==> src/rtl/i2cmon_pkg.sv <==
package i2cmon_pkg;

  localparam int STATE_W = 2;

  typedef enum logic [STATE_W-1:0] {
    BUS_UNKNOWN = 2'd0,
    BUS_IDLE    = 2'd1,
    BUS_OWNER   = 2'd2,
    BUS_BUSY    = 2'd3
  } busState_t;

  // Strobes handed from the line datapath to the state control.
  typedef struct packed {
    logic start;     // Start or repeated Start seen this cycle
    logic stop;      // Stop seen this cycle
    logic bareStop;  // Stop with no SCL clock since the last Start
  } lineEvents_t;

endpackage

==> src/rtl/i2cmon_sync.sv <==
module i2cmon_sync #(
  parameter int STAGES = 2
) (
  input  logic clk,
  input  logic rstN,
  input  logic din,
  output logic dout
);

  // Idle I2C lines are high, so the chain resets to ones and no edge
  // appears when reset is released.
  logic [STAGES-1:0] chain;

  always_ff @(posedge clk or negedge rstN) begin
    if (!rstN) chain <= '1;
    else       chain <= {chain[STAGES-2:0], din};
  end

  assign dout = chain[STAGES-1];

  initial begin
    a_r10_min_stages: assert (STAGES >= 2);
  end

endmodule

==> src/rtl/i2cmon_datapath.sv <==
module i2cmon_datapath
  import i2cmon_pkg::*;
#(
  parameter int SYNC_STAGES = 2
) (
  input  logic        clk,
  input  logic        rstN,
  input  logic        sclIn,
  input  logic        sdaIn,
  output lineEvents_t events
);

  localparam int LINES  = 2;
  localparam int SCL_IX = 1;
  localparam int SDA_IX = 0;

  logic [LINES-1:0] rawLines;
  logic [LINES-1:0] syncLines;

  assign rawLines[SCL_IX] = sclIn;
  assign rawLines[SDA_IX] = sdaIn;

  generate
    for (genvar i = 0; i < LINES; i++) begin : g_sync
      i2cmon_sync #(.STAGES(SYNC_STAGES)) u_sync (
        .clk  (clk),
        .rstN (rstN),
        .din  (rawLines[i]),
        .dout (syncLines[i])
      );
    end
  endgenerate

  logic sclNow, sdaNow;
  logic sclPrev, sdaPrev;

  assign sclNow = syncLines[SCL_IX];
  assign sdaNow = syncLines[SDA_IX];

  always_ff @(posedge clk or negedge rstN) begin
    if (!rstN) begin
      sclPrev <= 1'b1;
      sdaPrev <= 1'b1;
    end else begin
      sclPrev <= sclNow;
      sdaPrev <= sdaNow;
    end
  end

  logic sclHigh, startEdge, stopEdge, sclRise;

  assign sclHigh   = sclNow & sclPrev;
  assign startEdge = sclHigh & sdaPrev & ~sdaNow;
  assign stopEdge  = sclHigh & ~sdaPrev & sdaNow;
  assign sclRise   = ~sclPrev & sclNow;

  // Frame tracking: inFrame is set between a Start and a Stop, and
  // bitSeen records that SCL has clocked since the last (repeated) Start.
  logic inFrame, bitSeen;

  always_ff @(posedge clk or negedge rstN) begin
    if (!rstN) begin
      inFrame <= 1'b0;
      bitSeen <= 1'b0;
    end else if (startEdge) begin
      inFrame <= 1'b1;
      bitSeen <= 1'b0;
    end else if (stopEdge) begin
      inFrame <= 1'b0;
      bitSeen <= 1'b0;
    end else if (sclRise && inFrame) begin
      bitSeen <= 1'b1;
    end
  end

  assign events.start    = startEdge;
  assign events.stop     = stopEdge;
  assign events.bareStop = stopEdge & inFrame & ~bitSeen;

  // a repeated Start always opens a clean frame.
  a_r9_start_opens_frame: assert property (@(posedge clk) disable iff (!rstN)
    events.start |=> (inFrame && !bitSeen));

  // the cycle right after a Start cannot hold a bare Stop.
  a_r7_no_instant_stop: assert property (@(posedge clk) disable iff (!rstN)
    events.start |=> !events.bareStop);

endmodule

==> src/rtl/i2cmon_control.sv <==
module i2cmon_control
  import i2cmon_pkg::*;
(
  input  logic               clk,
  input  logic               rstN,
  input  logic               enable,
  input  logic               selfStart,
  input  logic               arbLost,
  input  logic               stateWr,
  input  logic [STATE_W-1:0] stateWrData,
  input  lineEvents_t        events,
  output logic [STATE_W-1:0] busState,
  output logic               busErr
);

  busState_t stateQ, stateNext;
  logic      forceIdle;

  assign forceIdle = stateWr && (stateWrData == STATE_W'(BUS_IDLE));

  always_comb begin
    stateNext = stateQ;
    if (forceIdle) begin
      stateNext = BUS_IDLE;
    end else if (events.start) begin
      stateNext = selfStart ? BUS_OWNER : BUS_BUSY;
    end else if (events.stop) begin
      stateNext = BUS_IDLE;
    end else if (arbLost && stateQ == BUS_OWNER) begin
      stateNext = BUS_BUSY;
    end
  end

  always_ff @(posedge clk or negedge rstN) begin
    if (!rstN) begin
      stateQ <= BUS_UNKNOWN;
      busErr <= 1'b0;
    end else begin
      stateQ <= stateNext;
      busErr <= enable & events.bareStop;
    end
  end

  assign busState = stateQ;

  // reset leaves the unknown code and a quiet error line.
  a_r1_reset_unknown: assert property (@(posedge clk)
    !rstN |=> (busState == 2'd0 && !busErr));

  // the idle code always lands.
  a_r4_force_idle: assert property (@(posedge clk) disable iff (!rstN)
    (stateWr && stateWrData == 2'd1) |=> busState == 2'd1);

  // a Start without a competing write picks owner or busy.
  a_r2_start_owner: assert property (@(posedge clk) disable iff (!rstN)
    (events.start && !(stateWr && stateWrData == 2'd1))
      |=> busState == ($past(selfStart) ? 2'd2 : 2'd3));

  // arbitration loss while owning hands the bus to another master.
  a_r6_arb_to_busy: assert property (@(posedge clk) disable iff (!rstN)
    (busState == 2'd2 && arbLost && !stateWr && !events.start && !events.stop)
      |=> busState == 2'd3);

  // no error pulse follows a disabled cycle.
  a_r8_err_needs_enable: assert property (@(posedge clk) disable iff (!rstN)
    !enable |=> !busErr);

  // the error is a single-cycle pulse.
  a_r7_err_one_cycle: assert property (@(posedge clk) disable iff (!rstN)
    busErr |=> !busErr);

endmodule

==> src/rtl/i2c_bus_monitor.sv <==
module i2c_bus_monitor
  import i2cmon_pkg::*;
#(
  parameter int SYNC_STAGES = 2
) (
  input  logic       clk,
  input  logic       rstN,
  input  logic       enable,
  input  logic       sclIn,
  input  logic       sdaIn,
  input  logic       selfStart,
  input  logic       arbLost,
  input  logic       stateWr,
  input  logic [1:0] stateWrData,
  output logic [1:0] busState,
  output logic       busErr
);

  lineEvents_t events;

  i2cmon_datapath #(.SYNC_STAGES(SYNC_STAGES)) u_datapath (
    .clk    (clk),
    .rstN   (rstN),
    .sclIn  (sclIn),
    .sdaIn  (sdaIn),
    .events (events)
  );

  i2cmon_control u_control (
    .clk         (clk),
    .rstN        (rstN),
    .enable      (enable),
    .selfStart   (selfStart),
    .arbLost     (arbLost),
    .stateWr     (stateWr),
    .stateWrData (stateWrData),
    .events      (events),
    .busState    (busState),
    .busErr      (busErr)
  );

endmodule

==> config.mk <==
export PLATFORM = sky130hd
export DESIGN_NAME = i2c_bus_monitor
export DESIGN_NICKNAME = d
export VERILOG_FILES = /design/src/rtl/i2cmon_pkg.sv /design/src/rtl/i2cmon_sync.sv /design/src/rtl/i2cmon_datapath.sv /design/src/rtl/i2cmon_control.sv /design/src/rtl/i2c_bus_monitor.sv
export SDC_FILE = /design/constraint.sdc
export NUM_CORES = 1
export LEC_CHECK = 0
export CAP_MARGIN = 0
export CORE_AREA = 2 2 39 41
export DETAILED_ROUTE_END_ITERATION = 7
export DIE_AREA = 0 0 41 43
export GPL_ROUTABILITY_DRIVEN = 0
export PLACE_DENSITY_LB_ADDON = 0.25
export REMOVE_ABC_BUFFERS = 1
export SETUP_SLACK_MARGIN = 0.02
export SLEW_MARGIN = 40
export SYNTH_ARGS = -nofsm -noshare
export SYNTH_HDL_FRONTEND = slang
export SYNTH_SLANG_ARGS = --single-unit
==> constraint.sdc <==
create_clock -name clk -period 2.1 [get_ports clk]
set_clock_uncertainty 0.15 [all_clocks]
set_input_delay 0.315 -clock clk [delete_from_list [all_inputs] [get_ports clk]]
set_output_delay 0.315 -clock clk [all_outputs]
set_load 0.05 [all_outputs]
# ---- Word-level counts from Yosys, hierarchy flattened
# Cells that the tools add are included.
dict set report word_totals {
  register_bits 11
  output_inout_bits 3
}
dict set report classes {
  n_eq_ne 2
  mux 10
  bitwise_logic 13
  n_reduce_logical 6
}
# cell n
set op_table {}
lappend op_table {{$and 1x1->1} 9}
lappend op_table {{$mux 2} 4}
lappend op_table {{$mux 1} 6}
lappend op_table {{$not 1->1} 4}
lappend op_table {{$reduce_bool 4->1} 1}
lappend op_table {{$logic_and 1x1->1} 3}
lappend op_table {{$reduce_bool 3->1} 1}
lappend op_table {{$eq 2x1->1 const B} 1}
lappend op_table {{$eq 2x2->1 const B} 1}
lappend op_table {{$reduce_bool 2->1} 1}

# ---- Logic depth before layout (Yosys ltp)
# Gate-level depths: netlist (run 1).
dict set report logic_depth {
  depth_word 6
  depth_mapped 3
  depth_no_buf 3
}

# ---- Modules after synthesis
# From an unflattened synthesis (run 1), not the netlist that was laid out.
dict set report hier_totals {
  hier_cells 32
  area_unflattened_um2 450.4
}
# mod n_inst cells_each area_each_um2 seq_area_each_um2
set modules_own_cells {}
lappend modules_own_cells {i2cmon_datapath 1 18 200.2 102.6}
lappend modules_own_cells {i2cmon_control 1 10 145.1 75.1}
lappend modules_own_cells {i2cmon_sync 2 2 52.6 52.6}

# ---- Worst setup path after synthesis (run 1)
# Ideal clock, no wire load.
dict set report synth_path {
  path_kind {reg2reg}
  start {register u_datapath.g_sync[0].u_sync.chain[1]}
  end {register u_control.stateQ[0] (netlist: u_control.busState[0])}
  setup_ns 0.074
  t_arrival_ns 1.025
  setup_slack_ns 0.850
  stages_incl_launch_ff 4
  synth_period_minus_slack_ns 1.250
  cell_sequence {dfstp_2 and3b_1 and3_4 o21ai_2}
}
dict set report synth_between {
  elab_chain_len 4
  elab_cells_between_ends 7
  classes_between {mux (3); bitwise (3); reduce/logical (1)}
}
# item line
set synth_rtl {}
lappend synth_rtl {{start, declared} i2cmon_sync.sv:12} ;# logic [STAGES-1:0] chain;
lappend synth_rtl {{start signal, assigned} i2cmon_sync.sv:16} ;# else chain <= {chain[STAGES-2:0], din};
lappend synth_rtl {{$and 1x1->1 or $not 1->1 (tied branches)} {i2cmon_datapath.sv:54, i2cmon_datapath.sv:53}}
lappend synth_rtl {{$mux 2 or $and 1x1->1 (tied branches)} {i2cmon_control.sv:27, i2cmon_datapath.sv:53}}
lappend synth_rtl {{$mux 2} i2cmon_control.sv:25} ;# end else if (events.start) begin
lappend synth_rtl {{$mux 2} i2cmon_control.sv:23} ;# if (forceIdle) begin
lappend synth_rtl {{end signal, assigned} i2cmon_control.sv:39} ;# stateQ <= stateNext;
lappend synth_rtl {{end, declared} i2cmon_control.sv:16} ;# busState_t stateQ, stateNext;
# Parallel ways exist; a longest one is shown, timed or not.
# A chain may end at the register's enable or synchronous reset.

# ---- Worst setup path in the final report (run 1)
dict set report layout_path {
  start {register u_control.stateQ[1] (netlist: u_control.busState[1])}
  end {output busState[1]}
}
# item line
set layout_lines {}
lappend layout_lines {{end, declared} i2c_bus_monitor.sv:15} ;# output logic [1:0] busState,
# No word-level cell between the ends.

==> reports/qor.log, run 1 <==
[status] outcome finished, final reports clean
[worst_setup_path] WP depth 1
[worst_setup_path] critical path's largest stage delay 0.82 ns
[yosys] largest cells by area after synthesis sky130_fd_sc_hd__dfstp_2 (37%), sky130_fd_sc_hd__dfrtp_1 (30%), sky130_fd_sc_hd__nand2_1 (4.4%)
[clocking] number of buffers inserted to repair setup after CTS 0
[clocking] clock root buffer master sky130_fd_sc_hd__clkbuf_4
[power] leakage power 0.2409 nW
[yosys] Yosys top cell area share 0.3728
[detailed_routing] DR DRC count 0
[finish] number of diodes added for antenna fixing 0
[detailed_routing] ANT nets after route 0
[worst_setup_path] crit path capture busState[1]
[clocking] number of buffers on the longest clock path 2
[sta] relative slew slack 0.6702
[global_routing] wire length of the first global-routing pass 1469 um
[die] Initial Utilization 0.3056
[power] Cell Pwr Density 783.9 nW/um^2
[worst_setup_path] list of cells traversed by the critical path clkdlybuf4s50_1
[worst_setup_path] beginning of the critical path u_control.busState[1]
[yosys] predominant post-synthesis flop cell sky130_fd_sc_hd__dfstp_2
[yosys] average instance area after synthesis 13.64 um^2
[sta] minimum clock period 1.949 ns
[yosys] distinct cell type count of the synthesized netlist 17
[worst_setup_path] Worst EP arrival 1.48 ns
[yosys] proportion of synthesized chip area in sequential cells 0.6686
[clocking] PostCTS Resize Cnt 0
[worst_setup_path] biggest fanout along the worst timing path 4
[finish] number of cells in the finished layout apart from fillers 63
[yosys] cell area after synthesis 422.9 um^2
[finish] cell area after layout 589.3 um^2
[global_routing] via count of the first global-routing pass 320
[global_routing] initial antenna violation count 0
[yosys] total number of yosys warnings 0
[clocking] clk slew on worst S/H paths 0.06 ns
[detailed_routing] Vias 323
[clocking] Num CTS Buffers 3
[worst_setup_path] crit-path leading delay family buffers and inverters
[detailed_routing] 1st-pass router iterations 2
[detailed_routing] Routed wire per std cell 13.25 um
[sta] share of the clock period used by the worst path after layout 0.9280
[die] number of rows in the core area 14
[worst_setup_path] Crit Reg-Reg Startpoint u_datapath.g_sync[0].u_sync.chain[1]
[clocking] TritonCTS sink count 11
[sta] top achievable clock speed 513.2 MHz
[detailed_routing] via density per instance 5.127
[die] floorplan die height 43 um
[finish] Area Overhead vs Synth 39.35%
[clocking] maximum level of the CTS H-tree 1
[worst_setup_path] CP startpoint kind register
[finish] fraction of the core area covered by cells at the end of the flow 0.4259
[worst_setup_path] kind of end point of the critical path output port
[worst_setup_path] slack of the worst reg-to-reg path 0.74 ns
[power] peak supply drop 0.2985 mV
[worst_setup_path] count of buffering cells on the critical path with inverters included 1
[yosys] top cell type by total area after synthesis sky130_fd_sc_hd__dfstp_2
[die] overall die area 1763 um^2
[finish] fill cell total of the finished layout 134
[worst_setup_path] data required time at the worst endpoint 1.63 ns
[yosys] most frequent cells after synthesis sky130_fd_sc_hd__dfstp_2 (6), sky130_fd_sc_hd__dfrtp_1 (5), sky130_fd_sc_hd__nand2_1 (5)
[sta] Tightest Pin Transition 0.4931 ns
[sta] setup-violating endpoint count in the final report 0
[sta] max-slew violation count 0
[sta] setup repair after global routing missed its margin false
[clocking] CTS tree built
[sta] endpoints failing hold 0
[sta] Setup TNS Final 0 ns
[yosys] Async SR Flop Fraction 1.000
[clocking] later-pin clock latency in the skew report 0.27 ns
[clocking] Hold-fix buffers, CTS 0
[detailed_routing] DRC marker count from the first detailed-route iteration 1
[die] number of ports placed on the die boundary 13
[worst_setup_path] slowest cell on the critical path sky130_fd_sc_hd__clkdlybuf4s50_1
[placement] half-perimeter wire length of the detailed placement result 656.9 um
[die] placeable core area 1384 um^2
[yosys] most instantiated library cell after synthesis sky130_fd_sc_hd__dfstp_2
[placement] placed cells 59
[placement] Buffers on Ports 12
[worst_setup_path] number of cells on the worst reg-to-reg path 3
[run] Max-Cap Viols 0
[placement] Placement Cell Area 563.0 um^2
[finish] share of final-layout standard cells stronger than drive strength 1 0.2553
[yosys] number of flops mapped to enable cells by yosys 0
[worst_hold_path] Hold Crit Class reg2reg
[yosys] flops & latches, synth 11
[detailed_routing] wire length after detailed routing 835 um
[worst_setup_path] Worst Setup Path Type reg2out
[global_routing] maximum number of pins on one net before global-route repair 12
[global_routing] grt total ovfl 0
[yosys] Syn Inst Count 31
[worst_setup_path] reg2reg end u_control.busState[0]
[finish] nets@finish 58
[die] overall die width 41 um
[global_routing] total global-route track usage 0.1356
## per-layer routing
| layer | wire, um | global-route usage | up-vias |
|---|---|---|---|
| met5 | 0 | 0 | - |
| met4 | 14 | 0.08000 | 0 |
| met3 | 65 | 0.07853 | 2 |
| met2 | 450 | 0.2063 | 12 |
| met1 | 304 | 0.1351 | 164 |
| li1 | - | - | 145 |
## kinds of logic (layout without fill, tap and decap cells)
kind of cell           Yosys count  count (layout)  share of synthesized area
XOR/XNOR                         1               1                    0.02071
buffers and inverters            0              16                          0
flip-flops                      11              11                     0.6686
AO/OA/AOI/OAI                    7               7                     0.1420
AND/OR/NAND/NOR                 12              12                     0.1686
## power breakdown
group	switching [mW]	leakage [nW]	internal [mW]
combinational	0.0376	0.109	0.0352
sequential	0.0158	0.117	0.232
clock	0.0678	0.0150	0.0735
total	0.121	0.241	0.341
## state kept, by name, summed over array words and instances, names as in the netlist
| name | cells |
|---|---|
| u_datapath.sclPrev | 1 |
| u_datapath.sdaPrev | 1 |
| u_datapath.g_sync.u_sync.chain | 4 |
| u_control.busErr | 1 |
| u_control.busState | 2 |
| u_datapath.bitSeen | 1 |
| u_datapath.inFrame | 1 |
## metrics by stage
stage               setup slack, ns  power (mW)  hold slack, ns
floorplan                    0.8505      0.2854         -0.1306
global placement             0.4495      0.3202          0.1977
detailed placement           0.4341      0.3249          0.1994
CTS                          0.1304      0.4712          0.2096
global route                0.07293      0.4930          0.2156
finish                       0.1513      0.4620          0.2072
## layout make-up
class	instances	area, um^2	share of cell area
repair buffers	12	120.1	0.2038
well taps	16	20.02	0.03397
flip-flops and latches	11	282.8	0.4798
multi-input cells	20	140.1	0.2378
clock buffers	4	26.28	0.04459
## worst min-delay path by stage
stage	slack, ns	end	startpoint	depth (start not counted)
2_1_floorplan	-0.13	u_control.busErr	rstN	0
3_3_place_gp	0.20	u_datapath.g_sync[1].u_sync.chain[1]	u_datapath.g_sync[1].u_sync.chain[0]	0
3_5_place_dp	0.20	u_datapath.g_sync[0].u_sync.chain[1]	u_datapath.g_sync[0].u_sync.chain[0]	0
4_1_cts	0.21	u_datapath.g_sync[0].u_sync.chain[1]	u_datapath.g_sync[0].u_sync.chain[0]	0
5_1_grt	0.22	u_datapath.g_sync[1].u_sync.chain[1]	u_datapath.g_sync[1].u_sync.chain[0]	0
6_report	0.21	u_datapath.g_sync[1].u_sync.chain[1]	u_datapath.g_sync[1].u_sync.chain[0]	0
## layout by cell type (no fill, tap or decap), drive strengths merged
| cell | instances |
|---|---|
| dfrtp | 5 |
| a21oi | 1 |
| xor2 | 1 |
| o2bb2ai | 1 |
| nor2 | 1 |
| o211a | 1 |
| nand2 | 5 |
| nand3b | 1 |
| nand3 | 2 |
| and3b | 1 |
| nand4bb | 1 |
| clkbuf | 4 |
| o211ai | 1 |
| o21ai | 2 |
| dfstp | 6 |
| and3 | 1 |
| clkdlybuf4s50 | 12 |
| a221oi | 1 |
(Power assumes the default switching activity.)
==> inputs of run 2 (changes only) <==
--- a/config.mk
+++ b/config.mk
@@ -13,7 +13,6 @@
 export PLACE_DENSITY_LB_ADDON = 0.25
 export REMOVE_ABC_BUFFERS = 1
 export SETUP_SLACK_MARGIN = 0.02
-export SLEW_MARGIN = 40
 export SYNTH_ARGS = -nofsm -noshare
 export SYNTH_HDL_FRONTEND = slang
 export SYNTH_SLANG_ARGS = --single-unit
==> constraint.sdc (replaced) <==
create_clock -name clk -period 2.4 [get_ports clk]
set_clock_uncertainty 0.15 [all_clocks]
set_input_delay 0.36 -clock clk [delete_from_list [all_inputs] [get_ports clk]]
set_output_delay 0.36 -clock clk [all_outputs]
set_load 0.05 [all_outputs]
==> results of run 2 <==
The final DEF is identical to that of run 1. Status: finished, final reports clean.
Main changes from that run: setup slack after placement 0.4341 ns -> 0.6891 ns; setup slack after layout 0.1513 ns -> 0.4063 ns; register-to-register setup slack 0.74 ns -> 1.04 ns; total power 0.4620 mW -> 0.4042 mW; worst IR drop on VDD 0.2985 mV -> 0.2612 mV
